### src/rtl/tcf_pkg.sv
// Shared constants and types for the tag check fault dispatcher.
// Assumes a 64-bit pointer whose bit 55 selects the address-space half.
package tcf_pkg;
    localparam int unsigned ADDR_W   = 64;
    localparam int unsigned CTL_W    = 64;
    localparam int unsigned LVL_N    = 4;
    localparam int unsigned LVL_W    = $clog2(LVL_N);
    localparam int unsigned FLAG_W   = 2;
    localparam int unsigned IDX_W    = (FLAG_W > 1) ? $clog2(FLAG_W) : 1;
    localparam int unsigned SEL_BIT  = 55;
    localparam int unsigned USER_LSB = 38;
    localparam int unsigned PRIV_LSB = 40;
    localparam int unsigned FSC_W    = 6;
    localparam logic [FSC_W-1:0] FSC_TAG = 6'h11;

    typedef enum logic [1:0] {
        MODE_OFF   = 2'd0,
        MODE_SYNC  = 2'd1,
        MODE_ASYNC = 2'd2,
        MODE_RSVD  = 2'd3
    } tcf_mode_e;

    typedef struct packed {
        logic             vld;
        tcf_mode_e        mode;
        logic [LVL_W-1:0] lvl;
        logic             flag_sel;
        logic             priv;
    } tcf_dec_t;
endpackage

### src/rtl/tcf_mode_sel.sv
// Mode selection: picks the 2-bit fault mode field and the target level
// from the regime kind, and screens out unchecked accesses.
// Assumes the control word belongs to the regime that made the access.
module tcf_mode_sel
    import tcf_pkg::*;
#(
    parameter int unsigned CW   = CTL_W,
    parameter int unsigned ULSB = USER_LSB,
    parameter int unsigned PLSB = PRIV_LSB
) (
    input  logic             evt_vld,
    input  logic             half_bit,
    input  logic             regime_user,
    input  logic [LVL_W-1:0] regime_lvl,
    input  logic             two_ranges,
    input  logic             tbi_lo,
    input  logic             tbi_hi,
    input  logic [CW-1:0]    ctl_word,
    output tcf_dec_t         dec
);
    localparam int unsigned POS_W = $clog2(CW);

    logic [POS_W-1:0] fld_pos;
    logic             checked;

    // Choose the field position for the regime kind.
    always_comb fld_pos = regime_user ? POS_W'(ULSB) : POS_W'(PLSB);

    // Top-byte-ignore of the addressed half decides whether checks apply.
    always_comb checked = half_bit ? tbi_hi : tbi_lo;

    // Assemble the decoded response.
    always_comb begin
        dec          = '0;
        dec.vld      = evt_vld && checked;
        dec.mode     = tcf_mode_e'(ctl_word[fld_pos +: 2]);
        dec.lvl      = regime_user ? '0 : regime_lvl;
        dec.flag_sel = two_ranges ? half_bit : 1'b0;
        dec.priv     = (dec.lvl != '0);
    end
endmodule

### src/rtl/tcf_abort_gen.sv
// Response register: turns a decoded event into a one-cycle abort
// request (with address, status code and privilege flag) or a one-cycle
// reserved-mode pulse. Assumes at most one event per cycle.
module tcf_abort_gen
    import tcf_pkg::*;
#(
    parameter int unsigned AW = ADDR_W,
    parameter int unsigned FW = FSC_W,
    parameter logic [FW-1:0] FSC = FSC_TAG
) (
    input  logic          clk,
    input  logic          rst_n,
    input  logic          fire_sync,
    input  logic          fire_rsvd,
    input  logic [AW-1:0] addr,
    input  logic          priv,
    output logic          abort_vld,
    output logic [AW-1:0] abort_addr,
    output logic [FW-1:0] abort_fsc,
    output logic          abort_priv,
    output logic          rsvd_pulse
);
    // Pulse registers, reloaded every cycle.
    always_ff @(posedge clk) begin
        if (!rst_n) begin
            abort_vld  <= 1'b0;
            rsvd_pulse <= 1'b0;
        end else begin
            abort_vld  <= fire_sync;
            rsvd_pulse <= fire_rsvd;
        end
    end

    // Abort payload, captured with each abort.
    always_ff @(posedge clk) begin
        if (!rst_n) begin
            abort_addr <= '0;
            abort_fsc  <= '0;
            abort_priv <= 1'b0;
        end else if (fire_sync) begin
            abort_addr <= addr;
            abort_fsc  <= FSC;
            abort_priv <= priv;
        end
    end
endmodule

### src/rtl/tcf_sticky_bank.sv
// Sticky fault flags: one small register per level. An asynchronous
// fault sets one bit; a clear-on-write strobe clears the masked bits of
// one level. If both hit the same bit in one cycle, the set wins.
module tcf_sticky_bank
    import tcf_pkg::*;
#(
    parameter int unsigned NL = LVL_N,
    parameter int unsigned FW = FLAG_W,
    parameter int unsigned LW = LVL_W,
    parameter int unsigned IW = IDX_W
) (
    input  logic             clk,
    input  logic             rst_n,
    input  logic             set_vld,
    input  logic [LW-1:0]    set_lvl,
    input  logic [IW-1:0]    set_idx,
    input  logic             clr_vld,
    input  logic [LW-1:0]    clr_lvl,
    input  logic [FW-1:0]    clr_mask,
    output logic [NL*FW-1:0] flags
);
    for (genvar g = 0; g < NL; g++) begin : g_lvl
        logic [FW-1:0] set_v;
        logic [FW-1:0] clr_v;
        logic [FW-1:0] q;

        // Decode the set request for this level.
        always_comb begin
            set_v = '0;
            if (set_vld && (set_lvl == LW'(g))) set_v[set_idx] = 1'b1;
        end

        // Decode the clear request for this level.
        always_comb clr_v = (clr_vld && (clr_lvl == LW'(g))) ? clr_mask : '0;

        // Flag state: clear first, then set, so a new fault is kept.
        always_ff @(posedge clk) begin
            if (!rst_n) q <= '0;
            else        q <= (q & ~clr_v) | set_v;
        end

        assign flags[g*FW +: FW] = q;
    end
endmodule

### src/rtl/tcf_dispatch.sv
// Top level of the tag check fault dispatcher. Decodes the mode, routes
// mode 1 to the abort register, mode 2 to the sticky flag bank and
// mode 3 to the reserved pulse. Mode 0 and unchecked events do nothing.
// Latency from event to any output is one clock.
module tcf_dispatch
    import tcf_pkg::*;
(
    input  logic                    clk,
    input  logic                    rst_n,
    input  logic                    evt_vld,
    input  logic [ADDR_W-1:0]       evt_addr,
    input  logic                    regime_user,
    input  logic [LVL_W-1:0]        regime_lvl,
    input  logic                    two_ranges,
    input  logic                    tbi_lo,
    input  logic                    tbi_hi,
    input  logic [CTL_W-1:0]        ctl_word,
    input  logic                    clr_vld,
    input  logic [LVL_W-1:0]        clr_lvl,
    input  logic [FLAG_W-1:0]       clr_mask,
    output logic                    abort_vld,
    output logic [ADDR_W-1:0]       abort_addr,
    output logic [FSC_W-1:0]        abort_fsc,
    output logic                    abort_priv,
    output logic                    rsvd_pulse,
    output logic [LVL_N*FLAG_W-1:0] fault_flags
);
    tcf_dec_t dec;
    logic     fire_sync;
    logic     fire_async;
    logic     fire_rsvd;

    tcf_mode_sel u_sel (
        .evt_vld     (evt_vld),
        .half_bit    (evt_addr[SEL_BIT]),
        .regime_user (regime_user),
        .regime_lvl  (regime_lvl),
        .two_ranges  (two_ranges),
        .tbi_lo      (tbi_lo),
        .tbi_hi      (tbi_hi),
        .ctl_word    (ctl_word),
        .dec         (dec)
    );

    // Route the decoded event to exactly one response path.
    always_comb begin
        fire_sync  = dec.vld && (dec.mode == MODE_SYNC);
        fire_async = dec.vld && (dec.mode == MODE_ASYNC);
        fire_rsvd  = dec.vld && (dec.mode == MODE_RSVD);
    end

    tcf_abort_gen u_abort (
        .clk        (clk),
        .rst_n      (rst_n),
        .fire_sync  (fire_sync),
        .fire_rsvd  (fire_rsvd),
        .addr       (evt_addr),
        .priv       (dec.priv),
        .abort_vld  (abort_vld),
        .abort_addr (abort_addr),
        .abort_fsc  (abort_fsc),
        .abort_priv (abort_priv),
        .rsvd_pulse (rsvd_pulse)
    );

    tcf_sticky_bank u_bank (
        .clk      (clk),
        .rst_n    (rst_n),
        .set_vld  (fire_async),
        .set_lvl  (dec.lvl),
        .set_idx  (IDX_W'(dec.flag_sel)),
        .clr_vld  (clr_vld),
        .clr_lvl  (clr_lvl),
        .clr_mask (clr_mask),
        .flags    (fault_flags)
    );
endmodule

### config.mk
export PLATFORM = sky130hd
export DESIGN_NAME = tcf_dispatch
export DESIGN_NICKNAME = d
export VERILOG_FILES = /design/src/rtl/tcf_pkg.sv /design/src/rtl/tcf_mode_sel.sv /design/src/rtl/tcf_abort_gen.sv /design/src/rtl/tcf_sticky_bank.sv /design/src/rtl/tcf_dispatch.sv
export SDC_FILE = /design/constraint.sdc
export NUM_CORES = 1
export LEC_CHECK = 0
export BUFFER_PORTS_ARGS = -buffer_cell sky130_fd_sc_hd__buf_2
export CAP_MARGIN = 40
export CORE_MARGIN = 4
export CORE_UTILIZATION = 30
export CTS_BUF_LIST = sky130_fd_sc_hd__clkbuf_8
export CTS_CLUSTER_DIAMETER = 80
export DETAILED_ROUTE_END_ITERATION = 10
export GPL_TIMING_DRIVEN = 0
export PLACE_DENSITY = 0.71
export SETUP_SLACK_MARGIN = 0.3
export SYNTH_ARGS = -nofsm -noshare
export SYNTH_HDL_FRONTEND = slang
export SYNTH_HIERARCHICAL = 1
export SYNTH_SLANG_ARGS = --single-unit
### constraint.sdc
create_clock -name clk -period 1.69 [get_ports clk]
set_input_delay 0.169 -clock clk [delete_from_list [all_inputs] [get_ports clk]]
set_output_delay 0.169 -clock clk [all_outputs]
set_load 0.01 [all_outputs]
==> results.md <==
* Fin nets at 596
* Yosys top cell by area: sky130_fd_sc_hd__dfxtp_1
* TritonCTS Buffers at 9
* Data required time at the worst endpoint at 1.92 ns
* Path type of the worst setup path: primary input to register
* Most common cell in the synthesized netlist: sky130_fd_sc_hd__dfxtp_1
* Post-route setup slack at 0.348 ns
* Number of max-slew violations in the final report at 0
* Clock buffer depth at 2
* Area share of and/or/nand/nor cells after synthesis at 21.3%
* Outcome: completed
* Count of buffers inserted at the top-level ports at 157
* Root Buffer: sky130_fd_sc_hd__clkbuf_8
* Number of design rule violations left after detail routing at 0
* TritonCTS clock tree: built
* Vias after detailed routing at 2532
* Sequential element share of the synthesized area at between 40% and 50%
* Synth Instances at ~280
* Hold Path Class: primary input to register
* Core box area at 9950 sq um
* Combinational family with the most area after synthesis: multiplexers
* Maximum level of the CTS H-tree at 3
* Adder-cell area share of the yosys netlist at 0%
* Clock edge transition at the registers on the reported setup and hold paths at ~0.080 ns
* Pint at approximately 2.8 mW
* Proportion of layout cells with a drive suffix above 1 at 44.4%
* Total gr overflow at 0
* Max-cap violation count at 0
* Worst voltage drop across the vdd grid at 0.361 mV
* Placement Rows at 36
* Gp weighted congestion at about 0.74
* Vias in the first global route at 2482
* Worst-case setup slack after placement at -0.0748 ns
* Final Non-Filler Cells at 592
* Gate family responsible for the most delay along the worst path: buffers and inverters
* Area fraction of the dominant cell type after synthesis at a little under 50%
* Number of nets with antenna violations after detailed routing at 0
* Critical path buffers and inverters at 4
* Number of flops mapped to enable cells by yosys at 0
* Die Area at roughly 12000 sq um
* Top area cells in the synthesized netlist: sky130_fd_sc_hd__dfxtp_1, sky130_fd_sc_hd__mux2i_1, sky130_fd_sc_hd__nor2b_1, sky130_fd_sc_hd__buf_4, sky130_fd_sc_hd__buf_12
* Yosys Warn Count at 6
* X dimension of the die at 110 um
* Ports placed on the boundary at 223
* Final critical path time including I/O delays and setup at 1.34 ns
* Most frequent cells after synthesis: sky130_fd_sc_hd__dfxtp_1, sky130_fd_sc_hd__mux2i_1, sky130_fd_sc_hd__nor2b_1
* Series of cell instances along the critical path: clkbuf_4 > mux2_2 > and3b_1 > buf_6 > buf_12 > buf_8 > mux2i_1 > nor2b_1
* Clock net sink count at 76
* Setup repair after global routing missed its margin: true
* Diodes inserted at 0
* Cell Area, Synth at 3120 sq um
* Most instantiated flip-flop cell in the synthesis netlist: sky130_fd_sc_hd__dfxtp_1
* Starting density of the core at 31.3%
* Worst setup SP type: primary input
* FMAX at roughly 750 MHz
* Synthesized-area fraction occupied by ao, oa, aoi and oai cells at 2.05%
* Data arrival time at the worst-slack endpoint at 1.58 ns
* All-layer global routing usage at 11.9%
* Multi-input combinational cell area at 1440 sq um
* Number of fill cells in the layout at ~980
* Mean cell area of the mapped netlist at 11.3 sq um
* Net switching power at 0.860 mW
* Antenna violations before repair at 0
* Worst setup EP type: register
* Setup TNS Final at 0 ns
* Dpl hpwl at 5810 um
* Number of search-and-repair iterations in the first detailed-routing pass at 4
* Pin count of the biggest net entering global routing at 14
* Layout overhead on the synthesized area at 39.5%
* Placement Cell Area at just over 4000 sq um
* Overall die height at 110 um
* Clock latency of the later-clocked register in the worst-skew pair at 0.33 ns
* P per Cell Area at 837 nW/um^2
* Multiplexer share of the synthesized area at approximately 22%
* Final number of setup-violating endpoints at 0
* Xor and xnor fraction of the mapped netlist area at 0%
* DR vias/cell at 4.28
* Fraction of the cycle the final worst path needs at 79.4%
* Leakage power figure at between 1.5 and 2 nW
* Global-route wire length before repair at 11200 um
* Flip-flop and latch area at 1520 sq um
* Placed cells at ~570
* DRT Wirelength at 7470 um
* Part of the power in the clock network at 38.0%
* Switching share of power at 23.6%
* Final std cell area, no fill at 4350 sq um
* Post-synth ARST share at 0%
* Distinct cell type count after synthesis at 27
* Max Fanout on Critical Path at 10
* Initial DRC count at 56
* Combinational Power Share at about 11%
* Share of power burned in registers at about half
* Flip-flop and latch count after synthesis at 76
* Worst clock skew at 0 ns
* Routed wire length per instance at 12.6 um
* Overall power at 3.64 mW
* Slowest cell on the critical path: sky130_fd_sc_hd__mux2_2
* Critical path's largest stage delay at 0.34 ns
* Final Hold Vio Count at 0
==> worst reg2reg max path: stages, from the launching register on <==
cell and delay [ns]:
sky130_fd_sc_hd__dfxtp_1 0.32, sky130_fd_sc_hd__mux2i_1 0.13, sky130_fd_sc_hd__nor2b_1 0.07
==> layer usage <==
| layer | track usage [%] | up-vias | wire, um | part of all wire (%) |
|---|---|---|---|---|
| met5 | 0 | - | 0 | 0 |
| met4 | 4.45 | 0 | 135 | 1.8 |
| met1 | 13.8 | 1123 | 3120 | 42 |
| li1 | - | 1290 | - | - |
| met3 | 5.46 | 13 | 746 | 10 |
| met2 | 19.3 | 106 | 3470 | 46 |
==> metrics by stage <==
step | hold WS (ns) | utilization [%]
4_1_cts | 0.0601 | 43.1
6_report | 0.0804 | 43.7
2_1_floorplan | 0.335 | -
5_1_grt | 0.0598 | 43.7
3_5_place_dp | 0.432 | 41.1
3_3_place_gp | 0.424 | 41.1
==> registers in the layout (all words and copies together), names as in the netlist <==
signal	count
u_abort/abort_vld	1
u_abort/abort_fsc	1
u_abort/abort_priv	1
u_abort/abort_addr	64
u_bank/g_lvl.q	8
u_abort/rsvd_pulse	1
==> worst paths after layout <==
check	depth (start not counted)	slack [ns]	startpoint	endpoint
hold / removal	3	0.08	evt_addr[30]	u_abort/abort_addr[30]
hold reg to reg	2	0.46	u_bank/g_lvl[3].q[0]	u_bank/g_lvl[3].q[0]
setup / recovery	8	0.35	regime_user	u_abort/abort_addr[60]
setup reg to reg	2	1.06	u_abort/abort_addr[60]	u_abort/abort_addr[60]
==> cell families (layout without fill, tap and decap cells) <==
| logic type | count (synthesis) | count (layout) |
|---|---|---|
| and+or+nand+nor | 100 | 100 |
| DFF | 76 | 76 |
| muxes | 68 | 68 |
| buffers and inverters | 22 | 202 |
| AOI/OAI and AO/OA | 9 | 9 |
| other | 1 | 4 |
==> placed cells by master, fill, tap and decap left out, types with 3 or more instances in the layout <==
master and count:
sky130_fd_sc_hd__and2_1 3, sky130_fd_sc_hd__buf_2 159, sky130_fd_sc_hd__clkbuf_8 10, sky130_fd_sc_hd__conb_1 4, sky130_fd_sc_hd__and4b_1 4, sky130_fd_sc_hd__nand4bb_1 3
sky130_fd_sc_hd__o22ai_1 7, sky130_fd_sc_hd__mux2i_1 65, sky130_fd_sc_hd__nor2b_1 66, sky130_fd_sc_hd__buf_4 15, sky130_fd_sc_hd__clkbuf_1 5, sky130_fd_sc_hd__buf_12 3
sky130_fd_sc_hd__nand4b_1 3, sky130_fd_sc_hd__dfxtp_1 76, sky130_fd_sc_hd__nand2_1 8
==> what timing repair did <==
action | CTS | global route
buffers inserted | 0 | 7
endpoints found under the setup margin | 0 | 27
gates resized for setup | 0 | 2
hold buffers | 0 | 0
==> area by class of cell <==
class	instances	share of cell area, %
clock inverter	6	1.47
multi-input combinational	181	33.0
sequential	76	35.0
tap	133	3.83
inverter	1	0.0863
buffer	21	4.14
clock buffer	10	3.16
timing repair buffer	164	19.3
==> power groups by stage <==
stage | clock (mW) | combinational (mW) | sequential [mW]
after floorplan | 0 | 0.200 | 1.92
after global placement | 0 | 0.392 | 1.89
after detailed placement | 0 | 0.400 | 1.90
after CTS | 1.45 | 0.400 | 1.85
after global routing | 1.53 | 0.447 | 1.86
final | 1.38 | 0.404 | 1.85
Note: power is estimated with default switching activity, not from simulation.
